<file path="src/rtl/rfc_pkg.sv">
package rfc_pkg;
  localparam logic [7:0]  SFD_BYTE   = 8'hD5;
  localparam logic [31:0] CRC_POLY_R = 32'hEDB88320;
  localparam logic [31:0] CRC_INIT   = 32'hFFFF_FFFF;
  localparam logic [31:0] CRC_GOOD_R = 32'hDEBB20E3;
  localparam int          HDR_FCS    = 18;
  localparam logic [15:0] TYPE_MIN   = 16'h0600;
  localparam int          FIELD_POS  = 12;

  typedef struct packed {
    logic align;
    logic fcs;
    logic short_f;
    logic long_f;
    logic jabber;
    logic symbol;
    logic len_mis;
  } rx_stat_t;

  function automatic logic [31:0] crc_step(input logic [31:0] c, input logic [7:0] d);
    logic [31:0] r;
    r = c;
    for (int i = 0; i < 8; i++)
      r = (r >> 1) ^ ((r[0] ^ d[i]) ? CRC_POLY_R : 32'h0);
    return r;
  endfunction
endpackage

</file>
<file path="src/rtl/rfc_classify.sv">
module rfc_classify
  import rfc_pkg::*;
#(
  parameter int CNT_W   = 14,
  parameter int MIN_LEN = 64
) (
  input  logic [CNT_W-1:0] len_i,
  input  logic [CNT_W-1:0] limit_i,
  input  logic             crc_ok_i,
  input  logic             err_i,
  input  logic             partial_i,
  input  logic [15:0]      field_i,
  output logic             good_o,
  output rx_stat_t         stat_o
);
  localparam logic [CNT_W-1:0] MIN_L = CNT_W'(MIN_LEN);
  localparam logic [CNT_W-1:0] HF    = CNT_W'(HDR_FCS);

  logic in_rng, over, clean_bad, lm_cand;
  logic [31:0] pay, fld;

  assign in_rng    = (len_i >= MIN_L) && (len_i <= limit_i);
  assign over      = len_i > limit_i;
  assign clean_bad = in_rng && !crc_ok_i && !err_i;
  assign pay       = 32'(len_i - HF);
  assign fld       = 32'(field_i);
  assign lm_cand   = in_rng && crc_ok_i && !err_i && (field_i < TYPE_MIN);

  always_comb begin
    good_o         = !err_i && in_rng && crc_ok_i;
    stat_o.short_f = len_i < MIN_L;
    stat_o.long_f  = over && crc_ok_i;
    stat_o.jabber  = over && !crc_ok_i;
    stat_o.fcs     = clean_bad && !partial_i;
    stat_o.align   = clean_bad && partial_i;
    stat_o.symbol  = err_i;
    stat_o.len_mis = lm_cand && ((len_i == MIN_L) ? (fld > pay) : (fld != pay));
  end
endmodule

</file>
<file path="config.mk">
export PLATFORM = sky130hd
export DESIGN_NAME = rfc_classify
export DESIGN_NICKNAME = d
export VERILOG_FILES = /design/src/rtl/rfc_pkg.sv /design/src/rtl/rfc_classify.sv
export SDC_FILE = /design/constraint.sdc
export NUM_CORES = 1
export LEC_CHECK = 0
export CAP_MARGIN = 20
export CORE_UTILIZATION = 42
export DETAILED_ROUTE_END_ITERATION = 10
export GPL_ROUTABILITY_DRIVEN = 0
export PLACE_DENSITY = 0.85
export SKIP_LAST_GASP = 1
export SYNTH_ARGS = -nofsm -noshare
export SYNTH_HDL_FRONTEND = slang
export SYNTH_SLANG_ARGS = --single-unit
</file>
<file path="constraint.sdc">
create_clock -name vclk -period 5.7
set_clock_uncertainty 0.05 [all_clocks]
set_input_delay 1.14 -clock vclk [all_inputs]
set_output_delay 1.14 -clock vclk [all_outputs]
set_load 0.01 [all_outputs]
</file>
==> results.cfg, run 1 <==
[run_status]
status = complete, no violations

[setup_path]
cp_num_buf_inv = 3
crit_arrival_ns = 4.35
endpoint_kind = primary output
cp_cell_sequence = clkdlybuf4s50_1, buf_4, nand2b_1, a21oi_2, nand2_2, nor4_4, xnor2_2, ha_1, and2_1, a221o_1, a221o_1, o21a_1, o31a_1, dlygate4sd2_1
critPathKind = primary input to primary output
crit_required_ns = 4.51
start_kind = primary input
slowest_delay_ns = 0.46
path_common_cell = a221o_1
crit_path_top_delay_cell = clkdlybuf4s50_1
crit_family = compound AO/OA/AOI/OAI gates
path_max_fanout = 3

[yosys]
ys_types = 30
synth_area_um2 = 1025
yosysWarnings = 0
ys_seq_area_frac = 0
synthesis.nets = 216
ys_top_cells_by_count = 31 x ha_1, 19 x inv_1, 13 x a21oi_1
avgSynthCellArea_um2 = 7.426
yosysMostFrequentCell = ha_1
synth.top_cell.area_share = 0.3785
synth_top_area_cell = ha_1
netlist_instances = 138
yosys-top-cells-area = ha_1 38%, xnor2_1 8.5%, inv_1 7.0%

[global_routing]
grt_max_degree = 7
grt_pass1_wl_um = 5140
antenna_found_initial = 0
grt_pass1_vias = 1195
track_usage = 0.2518
grt-ovfl-total = 0

[finish]
areaGrowthSynthToFinish_pct = 70.70
fin_cells = 234
seq_area_um2 = 0
drive_gt1_frac = 0.1165
fin_area_um2 = 1749
diodes = 0
nFillCells = 160
seq_cell_count = 0
clkbuf_count = 0
multi_input_area_um2 = 988.4
final_nets = 286

[place]
dp_hpwl_um = 2876
place_ws_ns = -0.1624
dp.cells = 234
post_dp_cell_area_um2 = 1708
portBuffers = 55

[route]
viasPerCell = 5.436
vias = 1272
drt_iter0_markers = 20
ant_nets = 0
routedWlPerCell_um = 13.95
drt_wl_total_um = 3265
drc_errors = 0
first_pass_iters = 4

[floorplan]
fp.dieArea_um2 = 2641
die_x_um = 51.40
initial_utilization = 0.4545
num_rows = 17
die_y_um = 51.40
pin_count = 55
core_area_um2 = 2255

[power]
p_leak_nw = 0.7869
p_per_area_nw_per_um2 = 68.19
power_mw = 0.1193
ir_worst_vdd_mv = 0.04636

[sta]
slew_headroom = 0.8109
fmaxAchievable_ghz = 0.1803
final-max-slew-violation-count = 0
min_period_over_period = 0.9728
rsz0062_at_grt = no
finalSetupTns_ns = 0
tightest_slew_ns = 0.2828
finalSetupViolCount = 0
setup_ws_ns = 0.1551
layout_min_cycle_time_ns = 5.545
hold_viol_final = 0

[worst_hold_path]
min_path_type = primary input to primary output

[run]
maxCapViolCount = 0

[clock_network]
cts_setup_buffers = 0
[cell usage in the layout, fill, tap and decap left out]
master / instances
inv_1: 19
dlygate4sd2_1: 1
o31a_1: 3
clkdlybuf4s50_1: 54
nand4b_1: 1
or4_4: 1
a21oi_1: 11
or4_1: 3
nand2_1: 8
o21ai_0: 1
nor4b_4: 1
buf_4: 14
and2_1: 2
xnor2_2: 1
nand4_1: 6
a21oi_2: 3
nor2_1: 9
nor4_4: 1
or3_4: 1
nor2b_1: 3
o211ai_1: 1
xor2_1: 1
nor4_1: 1
nor3_2: 1
nor3_1: 2
o21a_1: 1
ha_1: 31
nand2_2: 1
nor4b_1: 1
a21o_1: 3
and4_1: 1
a221o_1: 2
a21boi_1: 1
xnor2_1: 9
nand3_1: 5
nand2b_1: 2
[logic make-up after synthesis]
kind of cell,count (synthesis),share of synthesized area
buf+inv,20,0.07693
simple gates,50,0.2845
fa+ha+maj,31,0.3785
xor+xnor,11,0.09401
compound gates,26,0.1661
[tightest hold or removal path, delay by kind of cell]
kind | cells | cell delay (ns)
buffers and inverters | 3 | 0.95
AND/OR/NAND/NOR | 1 | 0.04
[layout make-up]
cell class	count	share of cell area
multi-input combinational	118	0.5651
timing repair buffer	69	0.3741
inverter	19	0.04077
tap	28	0.02003
[final timing paths]
check	from	end	slack, ns	cells past startpoint
worst max-delay path	len_i[3]	stat_o[0]	0.16	14
worst min-delay path	partial_i	stat_o[6]	3.22	4
[per-layer routing]
layer	GRT usage	routed length, um
met1	0.3053	1356
met4	0.06306	79
met2	0.4762	1682
met5	0	0
met3	0.008929	146
[metrics by stage]
step / utilization / hold WS (ns)
floorplan: - / 2.264
global placement: 0.7575 / 3.194
detailed placement: 0.7575 / 3.209
CTS: 0.7686 / 3.216
global route: 0.7758 / 3.223
finish: 0.7758 / 3.217
[report_power, final]
group          total, mW  leakage [nW]  internal (mW)  switching, mW
Sequential             0             0              0              0
Clock                  0             0              0              0
Combinational      0.119         0.787         0.0688         0.0505
Total              0.119         0.787         0.0688         0.0505
[timing repair]
action	CTS	global route
endpoints found under the setup margin	1	1
pin swaps	2	4
hold buffers	0	0
resized for setup	6	3
(Power assumes the default switching activity.)
==> inputs of run 2 (changes only) <==
- SETUP_SLACK_MARGIN: unset -> 0.02
==> run 2 against run 1 <==
Compared with the run above:
- cell area grew 0.29%
- total power fell by 0.19%
- critical path depth stayed put
- largest cell class unchanged
==> results.cfg, run 2 (same netlist as run 1, synthesis figures left out) <==
[finish]
fin_cells = 234
final_util = 0.7780
areaGrowthSynthToFinish_pct = 71.18
diodes = 0
final_cell_mix = 52 x clkdlybuf4s50_1, 31 x ha_1, 19 x inv_1
fin_area_um2 = 1754
seq_area_um2 = 0
clkbuf_count = 0
layout_commonest_cell = clkdlybuf4s50_1
multi_input_area_um2 = 988.4
nFillCells = 159
seq_cell_count = 0
drive_gt1_frac = 0.1165
final_nets = 286

[sta]
min_period_over_period = 0.9769
layout_min_cycle_time_ns = 5.568
tightest_slew_ns = 0.2792
final-max-slew-violation-count = 0
rsz0062_at_grt = no
slew_headroom = 0.8133
fmaxAchievable_ghz = 0.1796
finalSetupViolCount = 0
fin_hold_ws_ns = 3.217
hold_viol_final = 0

[route]
drc_errors = 0
routedWlPerCell_um = 13.95
drt_iter0_markers = 20
ant_nets = 0
first_pass_iters = 4
vias = 1274
viasPerCell = 5.444
drt_wl_total_um = 3265

[global_routing]
antenna_found_initial = 0
grt_pass1_vias = 1194
track_usage = 0.2518
grt_max_degree = 7
grt-ovfl-total = 0
grt_pass1_wl_um = 5140

[setup_path]
endpoint_kind = primary output
crit_arrival_ns = 4.38
critPathKind = primary input to primary output
worstSetupStartpoint = len_i[3]
path_max_fanout = 3
crit_required_ns = 4.51
start_kind = primary input
crit_end = stat_o[0]

[place]
post_dp_cell_area_um2 = 1708
portBuffers = 55
dp_hpwl_um = 2876
dp.cells = 234

[power]
clockPowerShare = 0
switching_share = 0.4242
pwr-share-comb = 1.000
p_leak_nw = 0.8052
power_switching_mw = 0.05050
p_per_area_nw_per_um2 = 67.86
seqPwrFrac = 0
ir_worst_vdd_mv = 0.04638
intPower_mw = 0.06855

[floorplan]
die_y_um = 51.40
initial_utilization = 0.4545
core_area_um2 = 2255
num_rows = 17
pin_count = 55
fp.dieArea_um2 = 2641
die_x_um = 51.40

[clock_network]
cts_setup_buffers = 0

[worst_hold_path]
min_path_type = primary input to primary output

[run_status]
status = complete, no violations

[run]
maxCapViolCount = 0
-- run 2: cell count changes in the layout (fill, tap and decap cells not counted), sizes merged --
cell,previous run,this run
dlymetal6s2s,0,2
clkdlybuf4s50,54,52
-- run 2: timing repair --
item,in CTS,in global routing
hold buffers,0,0
setup endpoints to repair,1,1
resized for setup,6,5
pin swaps,3,4
-- run 2: how the worst min path moves through the flow --
stage / to / slack [ns] / cells past startpoint / from
floorplan: stat_o[4] / 2.26 / 1 / len_i[12]
global placement: stat_o[1] / 3.19 / 2 / err_i
detailed placement: stat_o[6] / 3.21 / 4 / partial_i
CTS: stat_o[6] / 3.22 / 4 / partial_i
global route: stat_o[6] / 3.22 / 4 / partial_i
finish: stat_o[6] / 3.22 / 4 / partial_i
-- run 2: routing by layer --
metal	part of all wire	routed length, um	GRT usage	up-vias
met3	0.043	140	0.008929	10
met4	0.027	88	0.06306	0
met1	0.42	1371	0.3053	574
met5	0	0	0	-
met2	0.51	1665	0.4762	50
li1	-	-	-	640
-- run 2: per-stage QoR --
| stage | power (mW) | TNS [ns] | setup WS, ns |
|---|---|---|---|
| floorplan | 0.05230 | 0 | 0.8405 |
| global placement | 0.1102 | -0.07432 | -0.07432 |
| detailed placement | 0.1160 | -0.1624 | -0.1624 |
| CTS | 0.1180 | 0 | 0.02951 |
| global route | 0.1315 | 0 | 0.01684 |
| finish | 0.1190 | 0 | 0.1318 |
-- run 2: power groups by stage --
stage                     Clock (mW)  Sequential (mW)  Combinational (mW)
after floorplan                    0                0              0.0523
after global placement             0                0               0.110
after CTS                          0                0               0.118
after global routing               0                0               0.131
after detailed placement           0                0               0.116
final                              0                0               0.119
-- run 2: cell type report --
class | count | area share
Tap cell | 28 | 0.01997
Multi-Input combinational cell | 118 | 0.5635
Inverter | 19 | 0.04066
Timing Repair Buffer | 69 | 0.3759
-- run 2: worst max-delay path, stage by stage --
cell	delay, ns
clkdlybuf4s50_1	0.46
buf_4	0.16
nand2b_1	0.18
a21oi_2	0.19
nand2_2	0.11
nor4_4	0.20
xnor2_2	0.15
ha_1	0.26
and2_1	0.18
a221o_1	0.30
a221o_1	0.30
o21a_1	0.19
o31a_1	0.27
dlygate4sd2_1	0.30
